--- src/rtl/i2c_shift_pkg.sv ---
package i2c_shift_pkg;
    localparam int SHIFT_W = 8;
    localparam int CNT_W   = $clog2(SHIFT_W + 1);

    typedef struct packed {
        logic [SHIFT_W-1:0] shreg;
        logic [CNT_W-1:0]   cnt;
        logic               armed;
        logic               done;
        logic               go;
    } core_state_t;

    typedef struct packed {
        logic s1;
        logic s2;
    } scl_state_t;
endpackage

--- src/rtl/i2c_scl_sampler.sv ---
module i2c_scl_sampler (
    input  logic clk_i,
    input  logic rst_i,
    input  logic scl_i,
    output logic rise_o,
    output logic fall_o
);
    import i2c_shift_pkg::*;

    scl_state_t st_d, st_q;

    always_comb begin
        st_d    = st_q;
        st_d.s1 = scl_i;
        st_d.s2 = st_q.s1;
    end

    always_ff @(posedge clk_i) begin
        if (rst_i) st_q <= '0;
        else       st_q <= st_d;
    end

    assign rise_o = st_q.s1 & ~st_q.s2;
    assign fall_o = ~st_q.s1 & st_q.s2;
endmodule

--- src/rtl/i2c_gap_monitor.sv ---
module i2c_gap_monitor #(
    parameter int GAP = 20
) (
    input  logic clk_i,
    input  logic rst_i,
    input  logic arm_i,
    input  logic probe_i,
    output logic err_o
);
    localparam int AW = $clog2(GAP + 1);
    localparam logic [AW-1:0] LIMIT = AW'(GAP);

    typedef struct packed {
        logic [AW-1:0] age;
        logic          err;
    } gap_state_t;

    gap_state_t st_d, st_q;

    always_comb begin
        st_d     = st_q;
        st_d.err = probe_i & (arm_i | (st_q.age < LIMIT));
        if (arm_i)
            st_d.age = AW'(1);
        else if (st_q.age < LIMIT)
            st_d.age = st_q.age + AW'(1);
    end

    always_ff @(posedge clk_i) begin
        if (rst_i) begin
            st_q.age <= LIMIT;
            st_q.err <= 1'b0;
        end else begin
            st_q <= st_d;
        end
    end

    assign err_o = st_q.err;
endmodule

--- src/rtl/i2c_shift_core.sv ---
module i2c_shift_core
    import i2c_shift_pkg::*;
(
    input  logic               clk_i,
    input  logic               rst_i,
    input  logic               en_i,
    input  logic               mst_i,
    input  logic               tx_mode_i,
    input  logic               rise_i,
    input  logic               fall_i,
    input  logic               sda_i,
    input  logic               dsr_wr_i,
    input  logic               buf_wr_i,
    input  logic [SHIFT_W-1:0] wdata_i,
    output logic [SHIFT_W-1:0] shreg_o,
    output logic [CNT_W-1:0]   cnt_o,
    output logic               done_o,
    output logic               go_o
);
    localparam logic [CNT_W-1:0] LAST = CNT_W'(SHIFT_W - 1);

    core_state_t st_d, st_q;
    logic dsr_ok, buf_ok, shift_now;

    always_comb begin
        dsr_ok    = dsr_wr_i & en_i;
        buf_ok    = buf_wr_i & en_i & mst_i & ~dsr_ok;
        shift_now = st_q.armed & (tx_mode_i ? fall_i : rise_i);

        st_d      = st_q;
        st_d.go   = 1'b0;
        st_d.done = 1'b0;

        if (dsr_ok) begin
            st_d.shreg = wdata_i;
            st_d.cnt   = '0;
            st_d.armed = 1'b1;
            st_d.go    = mst_i;
        end else if (buf_ok) begin
            st_d.shreg = wdata_i;
        end else if (shift_now) begin
            st_d.shreg = {st_q.shreg[SHIFT_W-2:0], tx_mode_i ? 1'b0 : sda_i};
            st_d.cnt   = st_q.cnt + CNT_W'(1);
            if (st_q.cnt == LAST) begin
                st_d.armed = 1'b0;
                st_d.done  = 1'b1;
            end
        end
    end

    always_ff @(posedge clk_i) begin
        if (rst_i) st_q <= '0;
        else       st_q <= st_d;
    end

    assign shreg_o = st_q.shreg;
    assign cnt_o   = st_q.cnt;
    assign done_o  = st_q.done;
    assign go_o    = st_q.go;
endmodule

--- src/rtl/i2c_byte_shifter.sv ---
module i2c_byte_shifter #(
    parameter int MST_GAP   = 20,
    parameter int START_GAP = 4
) (
    input  logic       clk_i,
    input  logic       rst_i,
    input  logic       en_i,
    input  logic       mst_i,
    input  logic       tx_mode_i,
    input  logic       scl_i,
    input  logic       sda_i,
    input  logic       dsr_wr_i,
    input  logic       buf_wr_i,
    input  logic [7:0] wdata_i,
    input  logic       rd_sel_i,
    output logic [7:0] rdata_o,
    input  logic       start_req_i,
    output logic       sda_o,
    output logic       scl_go_o,
    output logic [3:0] bit_cnt_o,
    output logic       byte_done_o,
    output logic       wr_gap_err_o,
    output logic       start_gap_err_o
);
    import i2c_shift_pkg::*;

    logic               rise, fall;
    logic [SHIFT_W-1:0] shreg;
    logic [CNT_W-1:0]   cnt;
    logic               mst_d, mst_q;
    logic               mst_drop, any_wr;

    always_comb begin
        mst_d    = mst_i;
        mst_drop = mst_q & ~mst_i;
        any_wr   = dsr_wr_i | buf_wr_i;
    end

    always_ff @(posedge clk_i) begin
        if (rst_i) mst_q <= 1'b0;
        else       mst_q <= mst_d;
    end

    i2c_scl_sampler u_sampler (
        .clk_i (clk_i),
        .rst_i (rst_i),
        .scl_i (scl_i),
        .rise_o(rise),
        .fall_o(fall)
    );

    i2c_shift_core u_core (
        .clk_i    (clk_i),
        .rst_i    (rst_i),
        .en_i     (en_i),
        .mst_i    (mst_i),
        .tx_mode_i(tx_mode_i),
        .rise_i   (rise),
        .fall_i   (fall),
        .sda_i    (sda_i),
        .dsr_wr_i (dsr_wr_i),
        .buf_wr_i (buf_wr_i),
        .wdata_i  (wdata_i),
        .shreg_o  (shreg),
        .cnt_o    (cnt),
        .done_o   (byte_done_o),
        .go_o     (scl_go_o)
    );

    i2c_gap_monitor #(.GAP(MST_GAP)) u_wr_gap (
        .clk_i  (clk_i),
        .rst_i  (rst_i),
        .arm_i  (mst_drop),
        .probe_i(any_wr),
        .err_o  (wr_gap_err_o)
    );

    i2c_gap_monitor #(.GAP(START_GAP)) u_start_gap (
        .clk_i  (clk_i),
        .rst_i  (rst_i),
        .arm_i  (any_wr),
        .probe_i(start_req_i),
        .err_o  (start_gap_err_o)
    );

    assign rdata_o   = rd_sel_i ? '0 : shreg;
    assign sda_o     = shreg[SHIFT_W-1];
    assign bit_cnt_o = cnt;
endmodule

--- config.mk ---
export PLATFORM = sky130hd
export DESIGN_NAME = i2c_byte_shifter
export DESIGN_NICKNAME = d
export VERILOG_FILES = /design/src/rtl/i2c_shift_pkg.sv /design/src/rtl/i2c_scl_sampler.sv /design/src/rtl/i2c_gap_monitor.sv /design/src/rtl/i2c_shift_core.sv /design/src/rtl/i2c_byte_shifter.sv
export SDC_FILE = /design/constraint.sdc
export NUM_CORES = 1
export LEC_CHECK = 0
export CAP_MARGIN = 20
export CORE_MARGIN = 2
export CORE_UTILIZATION = 46
export CTS_CLUSTER_SIZE = 16
export DETAILED_ROUTE_END_ITERATION = 10
export MAX_ROUTING_LAYER = met4
export PLACE_DENSITY_LB_ADDON = 0.25
export SYNTH_ARGS = -nofsm -noshare
export SYNTH_HDL_FRONTEND = slang
export SYNTH_SLANG_ARGS = --single-unit
export TNS_END_PERCENT = 30
--- constraint.sdc ---
create_clock -name clk_i -period 1.7 [get_ports clk_i]
set_clock_uncertainty 0.15 [all_clocks]
set_input_delay 0.425 -clock clk_i [delete_from_list [all_inputs] [get_ports clk_i]]
set_output_delay 0.425 -clock clk_i [all_outputs]
set_load 0.02 [all_outputs]
==> results.json <==
{
  "ff2ff_path_depth": 4,
  "route.detailed.drc": 0,
  "p_switching_mw": 0.3174,
  "peakVddDrop_uv": 496.0,
  "postRouteAntennaNets": 0,
  "setup_violations": 0,
  "max_stage_delay_ps": 420,
  "chipHeight_um": 55.92,
  "slew_headroom_pct": 61.33,
  "drt_wl_total_mm": 2.571,
  "avgViaCountPerCell": 5.233,
  "area_growth_pct": 35.42,
  "die-width_um": 55.92,
  "period_needed_ps": 1655,
  "port_buffers": 35,
  "fp-row-count": 18,
  "grt_antenna_before_repair": 0,
  "synth_fp_nets": 149,
  "max_freq_ghz": 0.6043,
  "cts_root_buffer": "clkbuf_4",
  "powerDensity_nw_per_um2": 749.6,
  "via_count": 1057,
  "post_cts_buffers": 0,
  "startpoint": "tx_mode_i",
  "cp.arrival_ps": 1780,
  "place_hpwl_mm": 2.019,
  "clock_path_buffers": 2,
  "rsz0062_at_grt": "yes",
  "ys_seq_area_share_pct": 45.21,
  "cts_made_buffers": 3,
  "cp_top_family": "simple AND/OR/NAND/NOR gates",
  "finalPower_mw": 1.259,
  "cts_sinks": 28,
  "drtPass1Iterations": 4,
  "grt_pass1_vias": 1049,
  "hp-class": "flop to flop",
  "p_leak_nw": 0.7838,
  "final_nets": 195,
  "io_pins": 36,
  "hp-start": "u_sampler.st_d[0]",
  "p_int_mw": 0.9413,
  "cts.clk_slew.worst_paths_ps": 150,
  "synth_warnings": 0,
  "dp_cells": 198,
  "gp_congestion": 0.7529,
  "holdBufCountCts": 0,
  "critPathBufInv": 1,
  "cp-start-kind": "input pin",
  "swShare_pct": 25.22,
  "syn_area_sq_um": 1240,
  "max-cap-violations": 0,
  "worst_pin_slew_ps": 574.0,
  "dieArea_sq_um": 3127,
  "hold_viol_final": 0,
  "htree_num_levels": 1,
  "critPathKind": "input pin to flop",
  "slew_violations": 0,
  "cp_num_cells": 5,
  "hold_depth": 1,
  "worstPathMaxFanout": 3,
  "insertedDiodeCount": 0,
  "initial_utilization_pct": 49.16,
  "end_kind": "flop",
  "coreArea_sq_um": 2522,
  "stdcell_count": 202,
  "cts_tree": "built",
  "final_core_util_pct": 66.57,
  "combPwrFrac_pct": 17.2,
  "drt-initial-drc-count": 25,
  "crit_slowest_cell": "clkdlybuf4s50_1",
  "pwr-share-seq_pct": 56.8,
  "p_clk_share_pct": 26.0,
  "status": "finished, final reports clean",
  "synth_seq_cells": 28,
  "synthCells": 127,
  "synth.avg_cell_area_sq_um": 9.763,
  "grt_usage_pct": 18.14,
  "fin_crit_sh_pct": 97.35,
  "clkLatencyLatePin_ps": 330,
  "routedWlPerCell_um": 12.73,
  "timing.rr.start": "u_core.st_q[2]",
  "crit_chain": "clkdlybuf4s50_1 > and4bb_4 > o21ai_2 > or3_1 > a21oi_1",
  "drive_gt1_share_pct": 18.02,
  "cp_data_required_time_ps": 1830,
  "grt_pass1_wl_mm": 4.505,
  "grt_overflow": 0,
  "grt_max_degree": 17,
  "synth.distinct_cells": 28
}
synth_stat cells (all sizes together):
| cell | number | area share [%] |
|---|---|---|
| or3 | 1 | 0.50 |
| o21bai | 2 | 1.2 |
| o21ai | 5 | 2.3 |
| a31oi | 1 | 0.50 |
| mux2i | 10 | 8.1 |
| a21o | 1 | 0.61 |
| nand2b | 3 | 1.5 |
| nand4b | 4 | 2.8 |
| nand3 | 2 | 0.81 |
| o211ai | 1 | 0.61 |
| clkbuf | 2 | 0.61 |
| and4bb | 1 | 1.3 |
| dfxtp | 28 | 45 |
| and4b | 1 | 0.91 |
| buf | 5 | 2.8 |
| nor2b | 12 | 6.1 |
| nor4 | 1 | 0.50 |
| a21oi | 5 | 2.0 |
| nand2 | 3 | 0.91 |
| and3 | 1 | 0.50 |
| nor2 | 17 | 6.5 |
| a211oi | 8 | 4.8 |
| xor2 | 6 | 4.2 |
| nor3 | 4 | 1.6 |
| ha | 3 | 3.0 |
flip-flops by register name, summed over array words and instances, names as in the netlist:
name	cells
u_core.cnt_o	4
u_core.done_o	1
u_sampler.st_d	1
u_start_gap.st_q	3
u_start_gap.err_o	1
u_sampler.st_q	1
u_wr_gap.st_q	5
mst_q	1
u_wr_gap.err_o	1
u_core.go_o	1
u_core.shreg_o	8
u_core.st_q	1
per-layer routing:
metal | part of all wire, % | GRT usage, %
met4 | 2.0 | 7.143
met2 | 51 | 30.95
met1 | 44 | 21.77
met5 | 0 | -
met3 | 2.3 | 2.326
layout make-up:
cell class	count	area, sq um
fill	229	843.3
multi-input combinational	92	636.9
sequential	28	561.8
timing repair buffer	48	406.6
tap	30	37.54
clock buffer	4	36.28
stage by stage:
stage / worst slack, ps / hold WS [ps] / area, sq um / TNS, ps
2_1_floorplan: 156.0 / 315.4 / 1240 / 0
3_3_place_gp: -618.6 / 330.9 / 1695 / -7638
3_5_place_dp: -676.2 / 338.8 / 1695 / -8391
4_1_cts: -30.97 / 361.0 / 1692 / -59.18
5_1_grt: -31.70 / 394.9 / 1679 / -31.70
6_report: 45.09 / 359.1 / 1679 / 0
repair_timing:
| item | in CTS | in global routing |
|---|---|---|
| setup endpoints to repair | 17 | 7 |
| pin swaps | 0 | 2 |
| resized for setup | 40 | 7 |
| gates cloned | 0 | 0 |
worst reg2reg max path, delay by kind of cell (launching register included):
family / cells / cell delay (ps)
AO/OA/AOI/OAI: 2 / 220
AND/OR/NAND/NOR: 2 / 680
flip-flops: 1 / 410
power by group through the flow:
stage,Sequential (mW),Combinational [mW],Clock [mW]
after global routing,0.721,0.238,0.349
final,0.715,0.216,0.327
after CTS,0.715,0.221,0.335
after global placement,0.727,0.225,0
after floorplan,0.731,0.101,0
after detailed placement,0.729,0.232,0
worst paths after layout:
kind / endpoint / slack [ps]
max: u_core.cnt_o[3] / 50
min: u_sampler.st_q[0] / 360
max reg2reg: u_core.cnt_o[3] / 210
min reg2reg: u_sampler.st_q[0] / 360
cells by family after synthesis:
group                      count (synthesis)  share of synthesized area (%)
and+or+nand+nor                           50                          23.92
xor gates and xnor gates                   6                          4.238
adders and majority gates                  3                          3.028
AOI/OAI and AO/OA                         23                          12.11
DFF                                       28                          45.21
muxes                                     10                          8.073
buffers and inverters                      7                          3.431
placed cells by master, fill, tap and decap left out, types with 3 or more instances in the layout:
master	n
a21oi_1	5
nand2b_1	3
nand2_1	3
clkdlybuf4s50_1	17
nand4b_1	4
buf_2	8
mux2i_1	10
dlygate4sd2_1	7
o21ai_0	4
clkbuf_4	3
nor2b_1	12
xor2_1	6
nor3_1	4
buf_4	12
nor2_1	16
a211oi_1	8
dfxtp_1	27
ha_1	3
Power figures use the tool's default switching activity.
